File: src/rtl/pds_pkg.sv
// Shared definitions for the power domain sequencer.
// Assumes a 5-bit step encoding with idle at zero.
package pds_pkg;
    typedef enum logic [4:0] {
        ST_IDLE     = 5'd0,
        ST_UP_MAIN  = 5'd1,
        ST_UP_AUX   = 5'd2,
        ST_UP_WPWR  = 5'd3,
        ST_UP_CLK   = 5'd4,
        ST_UP_ISO   = 5'd5,
        ST_UP_RST   = 5'd6,
        ST_UP_SRAM  = 5'd7,
        ST_UP_WSRAM = 5'd8,
        ST_UP_PROT  = 5'd9,
        ST_UP_WPROT = 5'd10,
        ST_DN_PROT  = 5'd11,
        ST_DN_WPROT = 5'd12,
        ST_DN_SRAM  = 5'd13,
        ST_DN_WSRAM = 5'd14,
        ST_DN_ISO   = 5'd15,
        ST_DN_RST   = 5'd16,
        ST_DN_CLK   = 5'd17,
        ST_DN_MAIN  = 5'd18,
        ST_DN_AUX   = 5'd19,
        ST_DN_WPWR  = 5'd20
    } seq_state_e;

    localparam logic [15:0] CFG_KEY = 16'h0B16;
    localparam int          CFG_FIELD_LSB = 4;
endpackage

File: src/rtl/pds_cfg_regs.sv
// Key-guarded mask registers for the sequencer.
// A write lands only with the key in the upper half and bit 0 set.
// Assumes both mask widths fit in the 12 bits above the field offset.
module pds_cfg_regs
    import pds_pkg::*;
#(
    parameter int SRAM_W = 4,
    parameter int PROT_W = 8
) (
    input  logic              clk,
    input  logic              rst_n,
    input  logic              wr,
    input  logic              sel,
    input  logic [31:0]       wdata,
    output logic [SRAM_W-1:0] sram_mask,
    output logic [PROT_W-1:0] prot_mask
);
    logic key_ok;

    // Decide whether the write carries a valid key and enable bit
    always_comb key_ok = wr && (wdata[31:16] == CFG_KEY) && wdata[0];

    // Update the selected mask on an accepted write
    always_ff @(posedge clk) begin
        if (!rst_n) begin
            sram_mask <= '0;
            prot_mask <= '0;
        end else if (key_ok) begin
            if (sel) prot_mask <= wdata[CFG_FIELD_LSB +: PROT_W];
            else     sram_mask <= wdata[CFG_FIELD_LSB +: SRAM_W];
        end
    end
endmodule

File: src/rtl/pds_timer.sv
// Wait timeout counter: runs while a wait step is active and clears otherwise.
// Assumes wait steps are never adjacent, so the count restarts for each wait.
module pds_timer #(
    parameter int LIMIT = 25000
) (
    input  logic clk,
    input  logic rst_n,
    input  logic active,
    output logic expired
);
    localparam int CW = $clog2(LIMIT + 1);
    localparam logic [CW-1:0] LAST = CW'(LIMIT - 1);

    logic [CW-1:0] cnt;

    // Count cycles spent in the current wait
    always_ff @(posedge clk) begin
        if (!rst_n || !active) cnt <= '0;
        else if (cnt != LAST)  cnt <= cnt + 1'b1;
    end

    // Flag the last permitted cycle of the wait
    always_comb expired = active && (cnt == LAST);
endmodule

File: src/rtl/pds_fsm.sv
// Step sequencer: walks the power-up or power-down order, one output change
// per cycle, and polls the acknowledges between steps.
// Assumes masks are stable while a sequence runs.
module pds_fsm
    import pds_pkg::*;
#(
    parameter int SRAM_W = 4,
    parameter int PROT_W = 8
) (
    input  logic              clk,
    input  logic              rst_n,
    input  logic              req_valid,
    input  logic              req_on,
    input  logic              pwr_ok_main,
    input  logic              pwr_ok_aux,
    input  logic [SRAM_W-1:0] sram_ack,
    input  logic [PROT_W-1:0] prot_ack,
    input  logic [SRAM_W-1:0] sram_mask,
    input  logic [PROT_W-1:0] prot_mask,
    input  logic              expired,
    output logic              wait_active,
    output logic              dom_rst_n,
    output logic              iso_en,
    output logic              sw_main,
    output logic              sw_aux,
    output logic              clk_gate,
    output logic [SRAM_W-1:0] sram_pd,
    output logic [PROT_W-1:0] prot_en,
    output logic              done,
    output logic              err,
    output seq_state_e        state
);
    logic on_q, known_q;
    logic pwr_all_on, pwr_all_off, sram_up_ok, sram_dn_ok, prot_up_ok, prot_dn_ok;
    logic prot_used;

    // Evaluate the completion conditions of every wait step
    always_comb begin
        pwr_all_on  = pwr_ok_main && pwr_ok_aux;
        pwr_all_off = !pwr_ok_main && !pwr_ok_aux;
        sram_up_ok  = (sram_ack & sram_mask) == '0;
        sram_dn_ok  = (sram_ack & sram_mask) == sram_mask;
        prot_up_ok  = (prot_ack & prot_mask) == '0;
        prot_dn_ok  = (prot_ack & prot_mask) == prot_mask;
        prot_used   = prot_mask != '0;
        wait_active = (state == ST_UP_WPWR)  || (state == ST_UP_WSRAM) ||
                      (state == ST_UP_WPROT) || (state == ST_DN_WPROT) ||
                      (state == ST_DN_WSRAM) || (state == ST_DN_WPWR);
    end

    // Advance the sequence and drive the registered control outputs
    always_ff @(posedge clk) begin
        if (!rst_n) begin
            state     <= ST_IDLE;
            dom_rst_n <= 1'b0;
            iso_en    <= 1'b1;
            sw_main   <= 1'b0;
            sw_aux    <= 1'b0;
            clk_gate  <= 1'b1;
            sram_pd   <= '1;
            prot_en   <= '0;
            done      <= 1'b0;
            err       <= 1'b0;
            on_q      <= 1'b0;
            known_q   <= 1'b1;
        end else begin
            done <= 1'b0;
            if (wait_active && expired) begin
                state   <= ST_IDLE;
                err     <= 1'b1;
                known_q <= 1'b0;
            end
            unique case (state)
                ST_IDLE: if (req_valid) begin
                    err <= 1'b0;
                    if (known_q && (req_on == on_q)) done  <= 1'b1;
                    else if (req_on)                 state <= ST_UP_MAIN;
                    else if (prot_used)              state <= ST_DN_PROT;
                    else                             state <= ST_DN_SRAM;
                end
                ST_UP_MAIN: begin sw_main   <= 1'b1; state <= ST_UP_AUX;  end
                ST_UP_AUX:  begin sw_aux    <= 1'b1; state <= ST_UP_WPWR; end
                ST_UP_WPWR: if (pwr_all_on) state <= ST_UP_CLK;
                ST_UP_CLK:  begin clk_gate  <= 1'b0; state <= ST_UP_ISO;  end
                ST_UP_ISO:  begin iso_en    <= 1'b0; state <= ST_UP_RST;  end
                ST_UP_RST:  begin dom_rst_n <= 1'b1; state <= ST_UP_SRAM; end
                ST_UP_SRAM: begin sram_pd   <= '0;   state <= ST_UP_WSRAM; end
                ST_UP_WSRAM: if (sram_up_ok) begin
                    if (prot_used) state <= ST_UP_PROT;
                    else begin
                        state <= ST_IDLE; done <= 1'b1; on_q <= 1'b1; known_q <= 1'b1;
                    end
                end
                ST_UP_PROT: begin prot_en <= '0; state <= ST_UP_WPROT; end
                ST_UP_WPROT: if (prot_up_ok) begin
                    state <= ST_IDLE; done <= 1'b1; on_q <= 1'b1; known_q <= 1'b1;
                end
                ST_DN_PROT:  begin prot_en <= prot_mask; state <= ST_DN_WPROT; end
                ST_DN_WPROT: if (prot_dn_ok) state <= ST_DN_SRAM;
                ST_DN_SRAM:  begin sram_pd <= '1; state <= ST_DN_WSRAM; end
                ST_DN_WSRAM: if (sram_dn_ok) state <= ST_DN_ISO;
                ST_DN_ISO:  begin iso_en    <= 1'b1; state <= ST_DN_RST;  end
                ST_DN_RST:  begin dom_rst_n <= 1'b0; state <= ST_DN_CLK;  end
                ST_DN_CLK:  begin clk_gate  <= 1'b1; state <= ST_DN_MAIN; end
                ST_DN_MAIN: begin sw_main   <= 1'b0; state <= ST_DN_AUX;  end
                ST_DN_AUX:  begin sw_aux    <= 1'b0; state <= ST_DN_WPWR; end
                ST_DN_WPWR: if (pwr_all_off) begin
                    state <= ST_IDLE; done <= 1'b1; on_q <= 1'b0; known_q <= 1'b1;
                end
                default: state <= ST_IDLE;
            endcase
        end
    end
endmodule

File: src/rtl/pwr_domain_seq.sv
// Top level of the power domain sequencer: mask registers, step FSM and
// wait timeout counter. Assumes all status inputs are synchronous to clk.
module pwr_domain_seq
    import pds_pkg::*;
#(
    parameter int SRAM_W     = 4,
    parameter int PROT_W     = 8,
    parameter int CLK_MHZ    = 250,
    parameter int TIMEOUT_US = 100
) (
    input  logic              clk,
    input  logic              rst_n,
    input  logic              req_valid,
    input  logic              req_on,
    input  logic              cfg_wr,
    input  logic              cfg_sel,
    input  logic [31:0]       cfg_wdata,
    input  logic              pwr_ok_main,
    input  logic              pwr_ok_aux,
    input  logic [SRAM_W-1:0] sram_ack,
    input  logic [PROT_W-1:0] prot_ack,
    output logic              dom_rst_n,
    output logic              iso_en,
    output logic              sw_main,
    output logic              sw_aux,
    output logic              clk_gate,
    output logic [SRAM_W-1:0] sram_pd,
    output logic [PROT_W-1:0] prot_en,
    output logic              busy,
    output logic              done,
    output logic              err,
    output logic [4:0]        seq_state
);
    localparam int LIMIT = CLK_MHZ * TIMEOUT_US;

    logic [SRAM_W-1:0] sram_mask;
    logic [PROT_W-1:0] prot_mask;
    logic              wait_active, expired;
    seq_state_e        state;

    pds_cfg_regs #(.SRAM_W(SRAM_W), .PROT_W(PROT_W)) u_cfg (
        .clk(clk), .rst_n(rst_n), .wr(cfg_wr), .sel(cfg_sel), .wdata(cfg_wdata),
        .sram_mask(sram_mask), .prot_mask(prot_mask)
    );

    pds_timer #(.LIMIT(LIMIT)) u_timer (
        .clk(clk), .rst_n(rst_n), .active(wait_active), .expired(expired)
    );

    pds_fsm #(.SRAM_W(SRAM_W), .PROT_W(PROT_W)) u_fsm (
        .clk(clk), .rst_n(rst_n), .req_valid(req_valid), .req_on(req_on),
        .pwr_ok_main(pwr_ok_main), .pwr_ok_aux(pwr_ok_aux),
        .sram_ack(sram_ack), .prot_ack(prot_ack),
        .sram_mask(sram_mask), .prot_mask(prot_mask),
        .expired(expired), .wait_active(wait_active),
        .dom_rst_n(dom_rst_n), .iso_en(iso_en), .sw_main(sw_main), .sw_aux(sw_aux),
        .clk_gate(clk_gate), .sram_pd(sram_pd), .prot_en(prot_en),
        .done(done), .err(err), .state(state)
    );

    // Expose the step encoding and the busy indication
    always_comb begin
        seq_state = state;
        busy      = (state != ST_IDLE);
    end
endmodule

File: config.mk
export PLATFORM = sky130hd
export DESIGN_NAME = pwr_domain_seq
export DESIGN_NICKNAME = d
export VERILOG_FILES = /design/src/rtl/pds_pkg.sv /design/src/rtl/pds_cfg_regs.sv /design/src/rtl/pds_timer.sv /design/src/rtl/pds_fsm.sv /design/src/rtl/pwr_domain_seq.sv
export SDC_FILE = /design/constraint.sdc
export NUM_CORES = 1
export LEC_CHECK = 0
export ABC_AREA = 1
export BUFFER_PORTS_ARGS = -buffer_cell sky130_fd_sc_hd__buf_2
export CAP_MARGIN = 5
export CORE_MARGIN = 3
export CORE_UTILIZATION = 35
export DETAILED_ROUTE_END_ITERATION = 7
export HOLD_SLACK_MARGIN = 0.05
export PLACE_DENSITY_LB_ADDON = 0.1
export SETUP_SLACK_MARGIN = 0.3
export SYNTH_ARGS = -nofsm -noshare
export SYNTH_HDL_FRONTEND = slang
export SYNTH_SLANG_ARGS = --single-unit
export TNS_END_PERCENT = 1
File: constraint.sdc
create_clock -name clk -period 1.5 [get_ports clk]
set_input_delay 0.075 -clock clk [delete_from_list [all_inputs] [get_ports clk]]
set_output_delay 0.075 -clock clk [all_outputs]
set_load 0.02 [all_outputs]
==> impl_metrics.json, run 1 <==
{
  "status": "finished, violations left",
  "violations": "negative setup slack",
  "yosysTopAreaCell": "dfxtp_1",
  "power_density_nw_per_um2": 1150,
  "yosysSeqAreaShare": 0.360,
  "relSlewSlack": 0.789,
  "finish.utilization": 0.518,
  "fillers": 790,
  "io_buffers": 69,
  "cp_cell_sequence": "inv_1 > buf_4 > nand3_1 > o21ai_1 > nor2_1 > nand2_1 > nor2_1 > nand2_1 > nor2_1 > a21oi_2",
  "synth_edf_count": 0,
  "path_buf_inv": 2,
  "grt_max_degree": 18,
  "required_ns": 1.69,
  "cp_slowest_stage_delay_ns": 0.39,
  "first_global_vias": 2867,
  "worstHoldEndpoint": "u_cfg.prot_mask[5]$_SDFFE_PN0P_",
  "drc_errors": 0,
  "hold_viol": 0,
  "cpMostUsedCell": "nor2_1",
  "met3WireLength_um": 290,
  "clk_pin_slew_ns": 0.09,
  "n_antenna_cell": 0,
  "drt-total-wl_um": 8060,
  "core_area_um2": 7490,
  "cts_tree": "done",
  "hpwl_um": 6280,
  "yosys.area.top_type_share": 0.360,
  "fin_cells": 642,
  "synth_compound_area_frac": 0.138,
  "fp.dieH_um": 95.1,
  "synth_common_cells": "nand2_1, nor2_1, inv_1",
  "drt-met1-wl_um": 3830,
  "gr-total-overflow": 0,
  "yosys-top-cells-area": "dfxtp_1, nand2_1, nor2_1, inv_1, a21oi_1",
  "synthToLayoutAreaGrowth_pct": 39.4,
  "final.setup.tns_ns": -0.0150,
  "clk_path_buf_depth": 2,
  "viasPerCell": 4.66,
  "syn_area_per_cell_um2": 6.45,
  "worst-setup-path-type": "flop to flop",
  "post-route-worst-setup-slack_ns": -0.0150,
  "endpoint_kind": "flop",
  "wl_per_cell_um": 12.6,
  "syn_area_um2": 2780,
  "rows": 31,
  "finalClockSkew_ns": 0.00784,
  "arrival_ns": 1.70,
  "drive_gt1_frac": 0.363,
  "synth_cell_type_count": 37,
  "synth_ff_type": "dfxtp_1",
  "start_kind": "flop",
  "r2r-start": "u_fsm.state[3]$_SDFF_PN0_",
  "fin_total_pwr_mw": 4.46,
  "die_w_um": 95.1,
  "clk_latency_ns": 0.30,
  "cp_slowest_cell": "dfxtp_4",
  "met2_length_um": 3840,
  "worstHoldStart": "cfg_wdata[9]",
  "maxCapViolations": 0,
  "highest_layer": "met4",
  "period_minus_slack_ns": 1.52,
  "min_path_cells": 3,
  "synthMuxAreaShare": 0,
  "clock_sinks": 50,
  "placed_cells": 631,
  "fin_crit_sh": 1.01,
  "synth_seq_cells": 50,
  "initial_core_util": 0.372,
  "worstReg2RegEnd": "u_fsm.state[2]$_SDFF_PN0_",
  "peakVddDrop_mv": 0.543,
  "postSynthCellCount": 431,
  "synthSimpleGateAreaFrac": 0.379,
  "dr.first_iter.drc_count": 83,
  "gp_congestion": 0.874,
  "fmax_mhz": 660,
  "via_count": 2993,
  "antenna_found_initial": 0,
  "setup_viol": 1,
  "synth_top_family_by_area": "simple AND/OR/NAND/NOR gates",
  "layout.nets": 596,
  "rrSetupSlack_ns": -0.02,
  "grt_setup_unrepaired": "yes",
  "path_max_fanout": 5,
  "worst_slew_pin_slew_ns": 0.314,
  "htreeDepth": 2,
  "r2r_cells": 10,
  "synth-xor-area-share": 0.0157,
  "synth_nets": 484,
  "root_buffer": "clkbuf_8",
  "first_pass_iters": 4,
  "min-delay-path-class": "input port to flop",
  "io_pins": 77,
  "p_leak_nw": 1.78,
  "slew_violations": 0,
  "ys.warnings.count": 0,
  "antenna_left": 0,
  "die_area_um2": 9050,
  "grt_pass1_wl_um": 13200,
  "critical_path.top_delay_family": "simple AND/OR/NAND/NOR gates",
  "grt_usage": 0.184,
  "synth_fa_ha_area_frac": 0.00450,
  "async_reset_ff_frac": 0,
  "synth_most_common_cell": "nand2_1",
  "numCtsBuffers": 5
}
## metrics by stage
stage                     area [um^2]  hold WS (ns)  setup WS [ns]
after floorplan                  2800         0.164         0.0321
after global placement           3520         0.299        -0.0346
after detailed placement         3520         0.305        -0.0327
after CTS                        3690        0.0610        -0.0225
after global routing             3880        0.0806         -0.121
final                            3880        0.0614        -0.0150
## repair_timing
item | 4_1_cts | 5_1_grt
endpoints found under the setup margin | 33 | 37
setup buffers | 1 | 2
gates resized for setup | 24 | 55
endpoints found under the hold margin | 1 | 0
pin swaps | 9 | 29
hold buffers | 1 | 0
## registers in the layout (all words and copies together) (netlist names), 4 cells and up
name / flops
u_cfg.prot_mask: 8
u_cfg.sram_mask: 4
u_fsm.prot_en: 8
u_fsm.state: 5
u_timer.cnt: 15
## power breakdown
part           switching [mW]  internal, mW
Combinational            1.17         0.975
Sequential              0.114          1.44
Clock                   0.428         0.323
## worst max path at each step
stage | startpoint | end | slack (ns) | cells after the start
final | u_fsm.state[3]$_SDFF_PN0_ | u_fsm.state[2]$_SDFF_PN0_ | -0.02 | 10
after CTS | u_fsm.state[3]$_SDFF_PN0_ | busy | -0.02 | 7
after floorplan | u_timer.cnt[1]$_SDFFE_PP0P_ | u_timer.cnt[14]$_SDFFE_PP0P_ | 0.03 | 9
after global placement | u_fsm.state[3]$_SDFF_PN0_ | u_fsm.state[3]$_SDFF_PN0_ | -0.03 | 8
after global routing | u_fsm.state[3]$_SDFF_PN0_ | u_fsm.state[2]$_SDFF_PN0_ | -0.12 | 10
after detailed placement | u_fsm.state[1]$_SDFF_PN0_ | u_timer.cnt[9]$_SDFFE_PP0P_ | -0.03 | 10
## logic make-up after synthesis
logic type | after synthesis
xor gates and xnor gates | 5
buffers and inverters | 69
AOI/OAI and AO/OA | 71
and+or+nand+nor | 235
DFF | 50
adders and majority gates | 1
## layout make-up
type | count | area [um^2] | share of cell area
Multi-Input combinational cell | 312 | 1700 | 0.437
Sequential cell | 50 | 1030 | 0.266
Timing Repair Buffer | 114 | 714 | 0.184
Inverter | 60 | 238 | 0.0613
Tap cell | 99 | 124 | 0.0319
Clock buffer | 7 | 76.3 | 0.0197
## layout by cell type, fill, tap and decap left out, types with 7 or more instances in the layout
cell,instances
a21oi_1,29
a21oi_2,8
buf_2,68
buf_4,38
buf_6,7
dfxtp_1,41
dfxtp_4,7
inv_1,48
inv_2,7
nand2_1,99
nand2_2,8
nand3_1,18
nand3_2,7
nand4_1,8
nor2_1,51
nor2_2,11
nor2_4,11
nor3_1,7
o21ai_0,21
## layer usage
metal  global-route usage  vias up
met5                    0        -
met4               0.0481        0
met3               0.0331        9
met2                0.310       59
met1                0.241     1324
li1                     -     1601
## worst min-delay path, stage by stage
cell and delay (ns):
buf_2 0.08, o21ai_0 0.07, a21oi_1 0.10
No activity file was read; power rests on OpenSTA's default activity.
==> inputs of run 2 (changes only) <==
--- a/config.mk
+++ b/config.mk
@@ -11,6 +11,7 @@
 export CORE_MARGIN = 3
 export CORE_UTILIZATION = 35
 export DETAILED_ROUTE_END_ITERATION = 7
+export GPL_TIMING_DRIVEN = 0
 export HOLD_SLACK_MARGIN = 0.05
 export PLACE_DENSITY_LB_ADDON = 0.1
 export SETUP_SLACK_MARGIN = 0.3
==> run 2 against run 1 <==
Against the previous run:
- design area is 7.3% lower
- first-iteration DRC count grew 58%
- the run still ends with negative setup slack left
- die area is the same
- via count shrank 3.0%
==> impl_metrics.json, run 2 (synthesis results as in run 1) <==
{
  "cp_slowest_cell": "dfxtp_4",
  "synthToLayoutAreaGrowth_pct": 29.2,
  "setup_viol": 18,
  "grt_setup_unrepaired": "yes",
  "largest_reg_flops": 15,
  "cts_tree": "done",
  "wl_per_cell_um": 12.5,
  "slew_violations": 0,
  "hpwl_um": 6110,
  "antenna_left": 0,
  "p_leak_nw": 1.61,
  "reg_top3": "u_timer.cnt (15), u_cfg.prot_mask (8), u_fsm.prot_en (8)",
  "fin_cells": 611,
  "largest_register": "u_timer.cnt",
  "relSlewSlack": 0.645,
  "first_global_vias": 2740,
  "numCtsBuffers": 5,
  "initial_core_util": 0.372,
  "status": "finished, violations left",
  "endpoint_kind": "flop",
  "die_w_um": 95.1,
  "peakVddDrop_mv": 0.551,
  "clk_latency_ns": 0.31,
  "io_pins": 77,
  "viasPerCell": 4.75,
  "grt_pass1_wl_um": 12400,
  "fin_crit_sh": 1.07,
  "grt_max_degree": 16,
  "finalClockSkew_ns": 0.0180,
  "first_pass_iters": 4,
  "final_cell_mix": "nand2_1, buf_2, nor2_1",
  "cp_cell_sequence": "inv_4 > nand2_2 > nor2_2 > nand2_2 > nand3_4 > inv_2 > nor2_4 > inv_2 > buf_6 > a21oi_2",
  "hold_viol": 0,
  "dr.first_iter.drc_count": 131,
  "start_kind": "flop",
  "gr-total-overflow": 0,
  "arrival_ns": 1.84,
  "maxCapViolations": 0,
  "root_buffer": "clkbuf_8",
  "clk_path_buf_depth": 2,
  "worst_slew_pin_slew_ns": 0.533,
  "path_buf_inv": 4,
  "required_ns": 1.74,
  "via_count": 2902,
  "cp_slowest_stage_delay_ns": 0.39,
  "placed_cells": 599,
  "min-delay-path-class": "input port to flop",
  "htreeDepth": 2,
  "rows": 31,
  "clk_pin_slew_ns": 0.11,
  "n_antenna_cell": 0,
  "gp_congestion": 0.910,
  "grt_usage": 0.173,
  "holdWs_ns": 0.0562,
  "layout.nets": 564,
  "antenna_found_initial": 0,
  "power_density_nw_per_um2": 1160,
  "period_minus_slack_ns": 1.61,
  "clock_sinks": 50,
  "fillers": 814,
  "critical_path.top_delay_family": "simple AND/OR/NAND/NOR gates",
  "fmax_mhz": 623,
  "final.setup.tns_ns": -1.24,
  "core_area_um2": 7490,
  "layout_commonest_cell": "nand2_1",
  "pre_cts_ws_ns": -0.134,
  "violations": "negative setup slack",
  "drc_errors": 0,
  "drt-total-wl_um": 7630,
  "io_buffers": 69,
  "worst-setup-path-type": "flop to flop",
  "post-route-worst-setup-slack_ns": -0.106,
  "drive_gt1_frac": 0.285,
  "path_max_fanout": 10,
  "fin_total_pwr_mw": 4.18,
  "die_area_um2": 9050,
  "fp.dieH_um": 95.1
}
run 2: changes by cell type in the layout (fill, tap and decap cells not counted), sizes merged:
cell / previous run / this run
buf: 113 / 78
bufinv: 0 / 2
clkbuf: 7 / 9
run 2: stage by stage:
step / utilization / area [um^2]
floorplan: - / 2800
global route: 0.480 / 3590
detailed placement: 0.437 / 3270
CTS: 0.468 / 3510
finish: 0.480 / 3590
global placement: 0.437 / 3270
run 2: path summary, 6_finish.rpt:
| check | cells past startpoint | slack (ns) | start | to |
|---|---|---|---|---|
| max | 10 | -0.11 | u_fsm.state[0]$_SDFF_PN0_ | u_timer.cnt[1]$_SDFFE_PP0P_ |
| min | 3 | 0.06 | cfg_wdata[10] | u_cfg.prot_mask[6]$_SDFFE_PN0P_ |
| max reg2reg | 10 | -0.11 | u_fsm.state[0]$_SDFF_PN0_ | u_timer.cnt[1]$_SDFFE_PP0P_ |
| min reg2reg | 2 | 0.46 | u_fsm.iso_en$_SDFFE_PN1P_ | u_fsm.iso_en$_SDFFE_PN1P_ |
run 2: where the power goes:
group	switching (mW)	leakage, nW	internal (mW)	total (mW)
Sequential	0.112	0.410	1.44	1.55
Clock	0.473	0.0714	0.712	1.18
Combinational	0.942	1.13	0.504	1.45
Total	1.53	1.61	2.65	4.18
run 2: worst reg2reg max path: cells and delay by family, from the launching register on:
family | cells | cell delay (ns)
buf+inv | 4 | 0.39
flops | 1 | 0.39
simple gates | 5 | 0.65
compound gates | 1 | 0.09
run 2: timing repair:
action	CTS	global route
endpoints found under the setup margin	33	41
endpoints found under the hold margin	1	0
hold buffers	1	0
resized for setup	21	25
cloned	0	0
buffers inserted	2	1
pin swaps	1	10
run 2: area by class of cell:
class                           instances  area [um^2]  area share
Tap cell                               99          124      0.0345
Timing Repair Buffer                   73          378       0.105
Clock inverter                          2         60.1      0.0167
Buffer                                  9         71.3      0.0198
Sequential cell                        50         1020       0.285
Clock buffer                            6         82.6      0.0230
Multi-Input combinational cell        312         1620       0.452
Inverter                               60          230      0.0640
run 2: per-layer routing:
layer / part of all wire / vias to the layer above / global-route usage
met4: 0.010 / 0 / 0.0421
li1: - / 1527 / -
met2: 0.48 / 45 / 0.298
met3: 0.039 / 7 / 0.0347
met1: 0.47 / 1323 / 0.221
met5: 0 / - / 0
